### src/rtl/ccdp_pkg.sv
package ccdp_pkg;
    typedef enum logic [1:0] {
        MODE_RUN   = 2'd0,
        MODE_BLANK = 2'd1,
        MODE_SLEEP = 2'd2
    } out_mode_t;

    localparam int PULSE_CNT = 4;
    localparam int IDX_CLPDM = 0;
    localparam int IDX_CLPOB = 1;
    localparam int IDX_SHP   = 2;
    localparam int IDX_SHD   = 3;
endpackage

### src/rtl/ccdp_delay_line.sv
module ccdp_delay_line #(
    parameter int W       = 12,
    parameter int DEPTH   = 9,
    parameter bit RST_VAL = 1'b0
) (
    input  logic         clk,
    input  logic         rst_n,
    input  logic [W-1:0] din,
    output logic [W-1:0] dout
);
    logic [W-1:0] stg [DEPTH];

    for (genvar g = 0; g < DEPTH; g++) begin : g_stage
        if (g == 0) begin : g_head
            always_ff @(posedge clk or negedge rst_n) begin
                if (!rst_n) stg[g] <= {W{RST_VAL}};
                else        stg[g] <= din;
            end
        end else begin : g_body
            always_ff @(posedge clk or negedge rst_n) begin
                if (!rst_n) stg[g] <= {W{RST_VAL}};
                else        stg[g] <= stg[g-1];
            end
        end
    end

    assign dout = stg[DEPTH-1];
endmodule

### src/rtl/ccdp_pulse_cond.sv
module ccdp_pulse_cond #(
    parameter int N = 4
) (
    input  logic [N-1:0] raw,
    input  logic [N-1:0] pol,
    input  logic         standby,
    output logic [N-1:0] cond_n
);
    for (genvar g = 0; g < N; g++) begin : g_pulse
        always_comb begin
            if (standby) cond_n[g] = 1'b1;
            else         cond_n[g] = (raw[g] != pol[g]);
        end
    end
endmodule

### src/rtl/ccd_pulse_pipe.sv
module ccd_pulse_pipe #(
    parameter int DATA_W    = 12,
    parameter int DATA_LAT  = 9,
    parameter int BLANK_LAT = 11,
    parameter int POL_W     = 3,
    parameter int DSEL_W    = 2
) (
    input  logic              clk,
    input  logic              rst_n,
    input  logic              raw_shp,
    input  logic              raw_shd,
    input  logic              raw_clpob,
    input  logic              raw_clpdm,
    input  logic [POL_W-1:0]  pol_sel,
    input  logic              standby,
    input  logic              pblk_n,
    input  logic [DATA_W-1:0] sample,
    input  logic [DSEL_W-1:0] dly_sel_in,
    output logic              shp_n,
    output logic              shd_n,
    output logic              clpob_n,
    output logic              clpdm_n,
    output logic              dmclamp_en,
    output logic              conv_hold,
    output logic [DATA_W-1:0] dout,
    output logic [DSEL_W-1:0] dly_sel_out
);
    import ccdp_pkg::*;

    // The mode register supplies the final stage of the blanking delay.
    localparam int PBLK_STAGES = BLANK_LAT - 1;

    logic [PULSE_CNT-1:0] raw_vec, pol_vec, cond_vec;
    logic [DATA_W-1:0]    pipe_out;
    logic                 pblk_late;
    out_mode_t            mode_q, mode_d;

    assign raw_vec[IDX_CLPDM] = raw_clpdm;
    assign raw_vec[IDX_CLPOB] = raw_clpob;
    assign raw_vec[IDX_SHP]   = raw_shp;
    assign raw_vec[IDX_SHD]   = raw_shd;
    assign pol_vec[IDX_CLPDM] = pol_sel[0];
    assign pol_vec[IDX_CLPOB] = pol_sel[1];
    assign pol_vec[IDX_SHP]   = pol_sel[2];
    assign pol_vec[IDX_SHD]   = pol_sel[2];

    ccdp_pulse_cond #(.N(PULSE_CNT)) u_cond (
        .raw     (raw_vec),
        .pol     (pol_vec),
        .standby (standby),
        .cond_n  (cond_vec)
    );

    assign clpdm_n    = cond_vec[IDX_CLPDM];
    assign clpob_n    = cond_vec[IDX_CLPOB];
    assign shp_n      = cond_vec[IDX_SHP];
    assign shd_n      = cond_vec[IDX_SHD];
    assign dmclamp_en = ~cond_vec[IDX_CLPDM] & ~cond_vec[IDX_SHP];
    assign conv_hold  = standby;
    assign dly_sel_out = dly_sel_in;

    ccdp_delay_line #(.W(DATA_W), .DEPTH(DATA_LAT), .RST_VAL(1'b0)) u_data (
        .clk   (clk),
        .rst_n (rst_n),
        .din   (sample),
        .dout  (pipe_out)
    );

    ccdp_delay_line #(.W(1), .DEPTH(PBLK_STAGES), .RST_VAL(1'b1)) u_pblk (
        .clk   (clk),
        .rst_n (rst_n),
        .din   (pblk_n),
        .dout  (pblk_late)
    );

    // State register
    always_ff @(posedge clk or negedge rst_n) begin
        if (!rst_n) mode_q <= MODE_RUN;
        else        mode_q <= mode_d;
    end

    // Next-state logic
    always_comb begin
        mode_d = mode_q;
        unique case (mode_q)
            MODE_RUN: begin
                if (standby)         mode_d = MODE_SLEEP;
                else if (!pblk_late) mode_d = MODE_BLANK;
            end
            MODE_BLANK: begin
                if (standby)         mode_d = MODE_SLEEP;
                else if (pblk_late)  mode_d = MODE_RUN;
            end
            MODE_SLEEP: begin
                if (!standby)        mode_d = pblk_late ? MODE_RUN : MODE_BLANK;
            end
            default:                 mode_d = MODE_RUN;
        endcase
    end

    // Output logic
    always_comb begin
        unique case (mode_q)
            MODE_RUN:   dout = pipe_out;
            MODE_BLANK: dout = '0;
            MODE_SLEEP: dout = '0;
            default:    dout = '0;
        endcase
    end
endmodule

### config.mk
export PLATFORM = sky130hd
export DESIGN_NAME = ccd_pulse_pipe
export DESIGN_NICKNAME = d
export VERILOG_FILES = /design/src/rtl/ccdp_pkg.sv /design/src/rtl/ccdp_delay_line.sv /design/src/rtl/ccdp_pulse_cond.sv /design/src/rtl/ccd_pulse_pipe.sv
export SDC_FILE = /design/constraint.sdc
export NUM_CORES = 1
export LEC_CHECK = 0
export ABC_CLOCK_PERIOD_IN_PS = 1000
export CAP_MARGIN = 0
export CELL_PAD_IN_SITES_DETAIL_PLACEMENT = 1
export CELL_PAD_IN_SITES_GLOBAL_PLACEMENT = 2
export CORE_AREA = 2 2 100 102
export CTS_CLUSTER_DIAMETER = 60
export CTS_CLUSTER_SIZE = 40
export DETAILED_ROUTE_END_ITERATION = 8
export DIE_AREA = 0 0 102 104
export GPL_ROUTABILITY_DRIVEN = 0
export MAX_ROUTING_LAYER = met4
export PLACE_DENSITY_LB_ADDON = 0.12
export SKIP_CTS_REPAIR_TIMING = 1
export SYNTH_ARGS = -nofsm -noshare
export SYNTH_HDL_FRONTEND = slang
export SYNTH_HIERARCHICAL = 1
export SYNTH_SLANG_ARGS = --single-unit
export TNS_END_PERCENT = 50
### constraint.sdc
create_clock -name clk -period 1 [get_ports clk]
set_clock_uncertainty 0.15 [all_clocks]
set_input_delay 0.25 -clock clk [delete_from_list [all_inputs] [get_ports clk]]
set_output_delay 0.25 -clock clk [all_outputs]
set_load 0.02 [all_outputs]
==> results of run 1 <==
[per-layer routing]
| layer | vias up | wire length (um) | GRT usage, % |
|---|---|---|---|
| li1 | 601 | - | - |
| met1 | 722 | 1550 | 9.68 |
| met2 | 56 | 2130 | 14.1 |
| met3 | 9 | 327 | 5.71 |
| met4 | 0 | 68 | 5.43 |
| met5 | - | 0 | - |
[cell type report]
type	instances	area share, %
Clock buffer	23	10.2
Tap cell	133	3.58
Clock inverter	9	2.58
Multi-Input combinational cell	23	6.59
Timing Repair Buffer	52	12.2
Sequential cell	120	64.8
[worst max-delay path, stage by stage, from the launching register on]
cell and delay [ns]:
dfrtp_2 0.42, buf_12 0.16, nor3b_4 0.18, buf_4 0.16
[worst paths after layout]
path | start | to
worst max-delay path | mode_q[1] | dout[5]
worst min-delay path | rst_n | u_data/stg[96]
worst max register to register | mode_q[1] | mode_q[0]
worst min register to register | u_data/stg[59] | u_data/stg[47]
max in group asynchronous | rst_n | u_pblk/stg[1]
min in group clk | sample[3] | u_data/stg[99]
[power by group]
group | internal [W] | switching, W | total [W]
clock network | 0.00403 | 0.00189 | 0.00591
registers | 0.00513 | 0.0000676 | 0.00519
logic | 0.000277 | 0.000262 | 0.000539
total | 0.00943 | 0.00222 | 0.0116
[layout by cell type, fill, tap and decap left out]
cell type          n
clkdlybuf4s50_1   17
buf_4              7
clkbuf_1           2
clkbuf_2           1
buf_12             6
nor3b_4           10
clkbuf_16         16
nor2_2             1
dfstp_2           10
a21boi_1           1
buf_6             12
dfrtp_2            1
dfrtp_1          109
nor3b_2            2
clkinv_2           6
dlymetal6s2s_1     3
bufinv_16          3
dlygate4sd3_1      3
xnor2_2            1
xnor2_1            3
clkbuf_8           5
buf_2              3
nand2b_1           4
a211oi_2           1
[per-stage QoR]
step	total power, W	std cells
after floorplan	0.00550	160
after global routing	0.0122	360
final	0.0116	360
after CTS	0.0119	357
after detailed placement	0.00582	325
after global placement	0.00578	325
[cell families after synthesis]
kind of cell | Yosys count | synth area share (%)
flops | 120 | 89.5
simple gates | 17 | 5.01
buf+inv | 17 | 4.01
xor+xnor | 4 | 1.04
compound gates | 2 | 0.446
[cell usage after synthesis (all sizes together)]
master  instances
nor2            1
dfstp          10
buf            17
a211oi          1
nor3b          12
xnor2           4
nand2b          4
dfrtp         110
a21boi          1
[flip-flops by register name, indices dropped and copies added (netlist names)]
| signal | flops |
|---|---|
| u_pblk/stg | 9 |
| u_data/dout | 12 |
| u_pblk/dout | 1 |
| mode_q | 2 |
| u_data/stg | 96 |
==> impl_results.md, run 1 <==
* Drt drc at 0
* H-tree depth at 4
* Unrepaired setup endpoints after global routing: yes
* Yosys reg bits at between 100 and 150
* Period Utilization, post-route at 182%
* Final hold vios at 2
* WHS at -0.0245 ns
* Maximum clock rate at approximately 550 MHz
* Finished Core Util at 48.7%
* DR pass1 iterations at 2
* Top-area cell type share of the netlist area at 81.7%
* Proportion of layout cells with a drive suffix above 1 at roughly 37%
* Post-route ant nets at 0
* Port-buffer cells at 40
* Slew margin rel. at 81.6%
* Biggest area consumer among synthesized cells: dfrtp_1
* Reg area at just over 3000 um2
* Distinct cells, synth at 11
* Multi-input logic area at 307 um2
* 1st-iter DRT viols at 65
* Final setup fails at 18
* HP Class: in -> async
* R2R depth at 2
* Pin count of the biggest net entering global routing at 34
* Die area at around 11,000 um2
* Worst reg2reg setup slack at -0.03 ns
* Crit path time final at between 1.5 and 2 ns
* Post-Place Worst Slack at -1.14 ns
* Syn nets at between 150 and 200
* Nets at 239
* Power density over the cells at about 2500 nW/um2
* Worst Setup Start Kind: flip-flop
* Area Growth Syn to Fin at 38.1%
* TritonCTS Buffers at 17
* Setup crit end kind: primary output
* Grt total ovfl at 0
* DIE WIDTH at about 100 um
* Failing checks: hold timing, setup timing
* Final WL at 4.08 mm
* Vias in the first global route at between 1.5k and 2k
* Die height at around 100 um
* Post-Syn Area at ~3400 um2
* Slew of the pin with the lowest slew margin at about 0.28 ns
* Number of diodes at 0
* Wire length per cell at roughly 11 um
* First-pass GRT wire length at around 7 mm
* Critical path type: reg -> out
* Sequential area share after synthesis at around nine tenths
* Fin worst setup slack at -0.820 ns
* CTS root buffer: clkbuf_8
* GRT Total Usage at approximately a tenth
* LEAKAGE at between 2 and 2.5 nW
* Clock Sinks at between 100 and 150
* Filler instances at 885
* Antenna violations before repair at 0
* I/O Pins at 45
* Clk pin slew, worst setup/hold paths at approximately 0.050 ns
* Design area at 4650 um2
* TritonCTS clock tree: built
* DP Wirelength at around 2.5 mm
* Cell row count at 36
* Area contributors post-synth: dfrtp_1, dfstp_2, nor3b_2
* Synth Warn # at 6
* WP data required at about 0.60 ns
* Clock insertion delay at the later pin of the skew report at about 0.5 ns
* Core area at 9550 um2
* Starting Density at a little over a third
* WP data arrival at about 1.4 ns
* Outcome: complete, but fails checks
* Max-slew violations at 0
* Maximum capacitance violations at 0
* Gate Count Post-Synth at between 150 and 200
* Setup TNS Final at -12.01 ns
* Vias per cell at just under 4
* Post-synthesis average cell area at around 21 um2
* Worst vdd ir at 2010 uV
* Worst Path Max Fanout at 10
* Clock Path Buffers at 2
* Dpl cell area at roughly 4000 um2
* Via count at ~1.4k
No activity file was read; power rests on OpenSTA's default activity.
==> inputs of run 2 (changes only) <==
Settings changed: CTS_CLUSTER_SIZE 40 to unset.
==> results of run 2 <==
The final DEF is identical to that of run 1; final timing and power are the same.
==> inputs of run 3 (changes only) <==
Settings changed: CORE_AREA 2 2 100 102 to 2 2 112 92, DIE_AREA 0 0 102 104 to 0 0 114 94.
==> run 3 against run 2 <==
The flow still finishes with violations (hold timing, setup timing). Total power up 1.4%. Cell count down 4.2%. Non-clock buffer count down 1. Routed wire length up 2.4%. Critical path depth unchanged. Global-route usage up 0.38 points. Worst setup slack better by 0.098 ns. Clock power up 3%. Sequential power about the same. Largest cell class unchanged. Via count down 2.0%. Worst hold slack worse by 0.020 ns. Combinational power down 3%. Largest power group unchanged. Critical path type unchanged.
==> impl_results.md, run 3 (same netlist as run 1, synthesis figures left out) <==
* Pin count of the biggest net entering global routing at 51 (+50%)
* TritonCTS Buffers at 17 (unchanged)
* DIE WIDTH at 114 um (+12%)
* Clock Path Buffers at 2 (unchanged)
* Sw frac at 19.0% (-0.060 points)
* Worst reg2reg setup slack at -0.01 ns (+0.02 ns)
* Vias in the first global route at 1,581 (+2.9%)
* Crit-path slowest cell: dfrtp_2
* Worst vdd ir at 1730 uV (-14%)
* Filler instances at 888 (+0.34%)
* Drt drc at 0 (unchanged)
* Commonest non-fill, non-tap cell in the layout: dfrtp_1
* Die area at 10,700 um2 (+1.0%)
* Proportion of layout cells with a drive suffix above 1 at 36.7% (-0.72 points)
* Post-route ant nets at 0 (unchanged)
* Setup TNS Final at -11.13 ns (+0.880 ns)
* Clk pwr share at 51.5% (+0.7 points)
* Die height at 94 um (-9.6%)
* Area Growth Syn to Fin at 36.7%
* Final setup fails at 18 (unchanged)
* Max FFs per register at 96 (unchanged)
* Slew of the pin with the lowest slew margin at 0.255 ns (-0.0216 ns)
* R2R depth at 2 (unchanged)
* HP Class: in -> reg
* Critical path type: reg -> out
* TritonCTS clock tree: built
* Antenna violations before repair at 0 (unchanged)
* I/O Pins at 45 (unchanged)
* Combinational Power Share at 4.4% (-0.2 points)
* Clk pin slew, worst setup/hold paths at 0.05 ns (about the same)
* First-pass GRT wire length at 7.38 mm (+4.6%)
* Nets at 238 (-0.42%)
* Unrepaired setup endpoints after global routing: yes
* Crit path cell chain: buf_12 -> nor3b_4 -> buf_6
* 1st-iter DRT viols at 43 (-34%)
* Failing checks: hold timing, setup timing
* Post-route insts no fill at 345 (-4.2%)
* Grt total ovfl at 0 (unchanged)
* Hold path cells at 3
* Worst Setup Start Kind: flip-flop
* H-tree depth at 4 (unchanged)
* Maximum clock rate at 581 MHz (+5.7%)
* Most frequent cells in the layout: dfrtp_1, clkdlybuf4s50_1, clkbuf_16, buf_6
* Wire length per cell at 12.1 um (+6.9%)
* CTS root buffer: clkbuf_16
* Sequential power share at 44.0% (-0.6 points)
* Starting Density at 35.4% (+0.074 points)
* Outcome: complete, but fails checks
* Crit path time final at 1.72 ns (-0.0975 ns)
* WHS at -0.0447 ns (-0.0202 ns)
* Vias per cell at 3.94 (+2.2%)
* Worst Path Max Fanout at 10 (unchanged)
* Overall power at 0.0118 W (+1.4%)
* DR pass1 iterations at 2 (unchanged)
* GRT Total Usage at 9.91% (+0.38 points)
* Final hold vios at 1 (-1)
* Switch Pwr at 0.00224 W (+1.1%)
* WP data arrival at 1.32 ns (-0.10 ns)
* Cell row count at 32 (-11%)
* Final WL at 4.18 mm (+2.4%)
* Clock insertion delay at the later pin of the skew report at 0.40 ns (-0.09 ns)
* Period Utilization, post-route at 172% (-9.8 points)
* DP Wirelength at 2.48 mm (-1.6%)
* Clock Sinks at 120 (unchanged)
* Core area at 9530 um2 (-0.21%)
* Maximum capacitance violations at 0 (unchanged)
* LEAKAGE at 2.04 nW (-1.8%)
* Max-slew violations at 0 (unchanged)
* Setup crit end kind: primary output
* Dpl cell area at 3980 um2 (-0.87%)
* Internal power at 0.00957 W (+1.5%)
* Slowest stage delay, CP at 0.42 ns (about the same)
* Fin worst setup slack at -0.723 ns (+0.0975 ns)
* Via count at 1,360 (-2.0%)
* WP data required at 0.60 ns (about the same)
* Design area at 4610 um2 (-0.97%)
* Power density over the cells at 2560 nW/um2 (+2.4%)
* Cells after DPL at 312 (-4.0%)
* Number of diodes at 0 (unchanged)
* Most flops, register: u_data/stg
* Port-buffer cells at 40 (unchanged)
* Slew margin rel. at 83.0% (+1.4 points)
==> run 3: cell types whose count changed in the layout (fill, tap and decap cells not counted), sizes merged <==
| cell | before | now |
|---|---|---|
| dlymetal6s2s | 3 | 1 |
| buf | 28 | 27 |
| clkinvlp | 0 | 1 |
| clkdlybuf4s50 | 17 | 19 |
| dlygate4sd3 | 3 | 1 |
| clkinv | 6 | 3 |
| clkbuf | 24 | 28 |
==> run 3: layout make-up <==
| cell class | count | area, um2 | area share (%) |
|---|---|---|---|
| Sequential cell | 120 | 3020 | 65.5 |
| Clock inverter | 7 | 116 | 2.53 |
| Timing Repair Buffer | 51 | 531 | 11.5 |
| Clock buffer | 25 | 495 | 10.8 |
| Tap cell | 119 | 149 | 3.23 |
| Multi-Input combinational cell | 23 | 299 | 6.49 |
==> run 3: power groups by stage <==
| stage | clock network (W) | logic [W] | registers, W |
|---|---|---|---|
| global placement | 0 | 0.000518 | 0.00526 |
| global route | 0.00653 | 0.000571 | 0.00522 |
| detailed placement | 0 | 0.000532 | 0.00528 |
| floorplan | 0 | 0.000247 | 0.00525 |
| CTS | 0.00626 | 0.000534 | 0.00520 |
| finish | 0.00609 | 0.000523 | 0.00520 |
==> run 3: final timing paths <==
check,startpoint,to
setup reg to reg,mode_q[1],mode_q[0]
max in group asynchronous,rst_n,u_pblk/stg[4]
hold reg to reg,u_data/stg[39],u_data/stg[27]
setup / recovery,mode_q[1],dout[4]
hold / removal,standby,mode_q[0]
min in group asynchronous,rst_n,u_data/stg[85]
==> run 3: through the flow <==
stage                     utilization (%)  setup slack (ns)
after global routing                 48.3            -0.792
after global placement               41.8             -1.06
final                                48.3            -0.723
after floorplan                         -            -0.291
after detailed placement             41.8             -1.09
after CTS                            48.2             -1.22
==> run 3: metal layers <==
layer  GRT usage, %  vias to the layer above  share of wire, %
met5              -                        -                 0
met4           6.10                        0               2.4
met3           5.94                       10               7.3
met2           15.0                       47                50
met1           9.73                      703                41
li1               -                      600                 -
==> run 3: worst max-delay path: cells and delay by family (launching register included) <==
kind / cells / cell delay, ns
flops: 1 / 0.42
simple gates: 1 / 0.20
buf+inv: 2 / 0.30
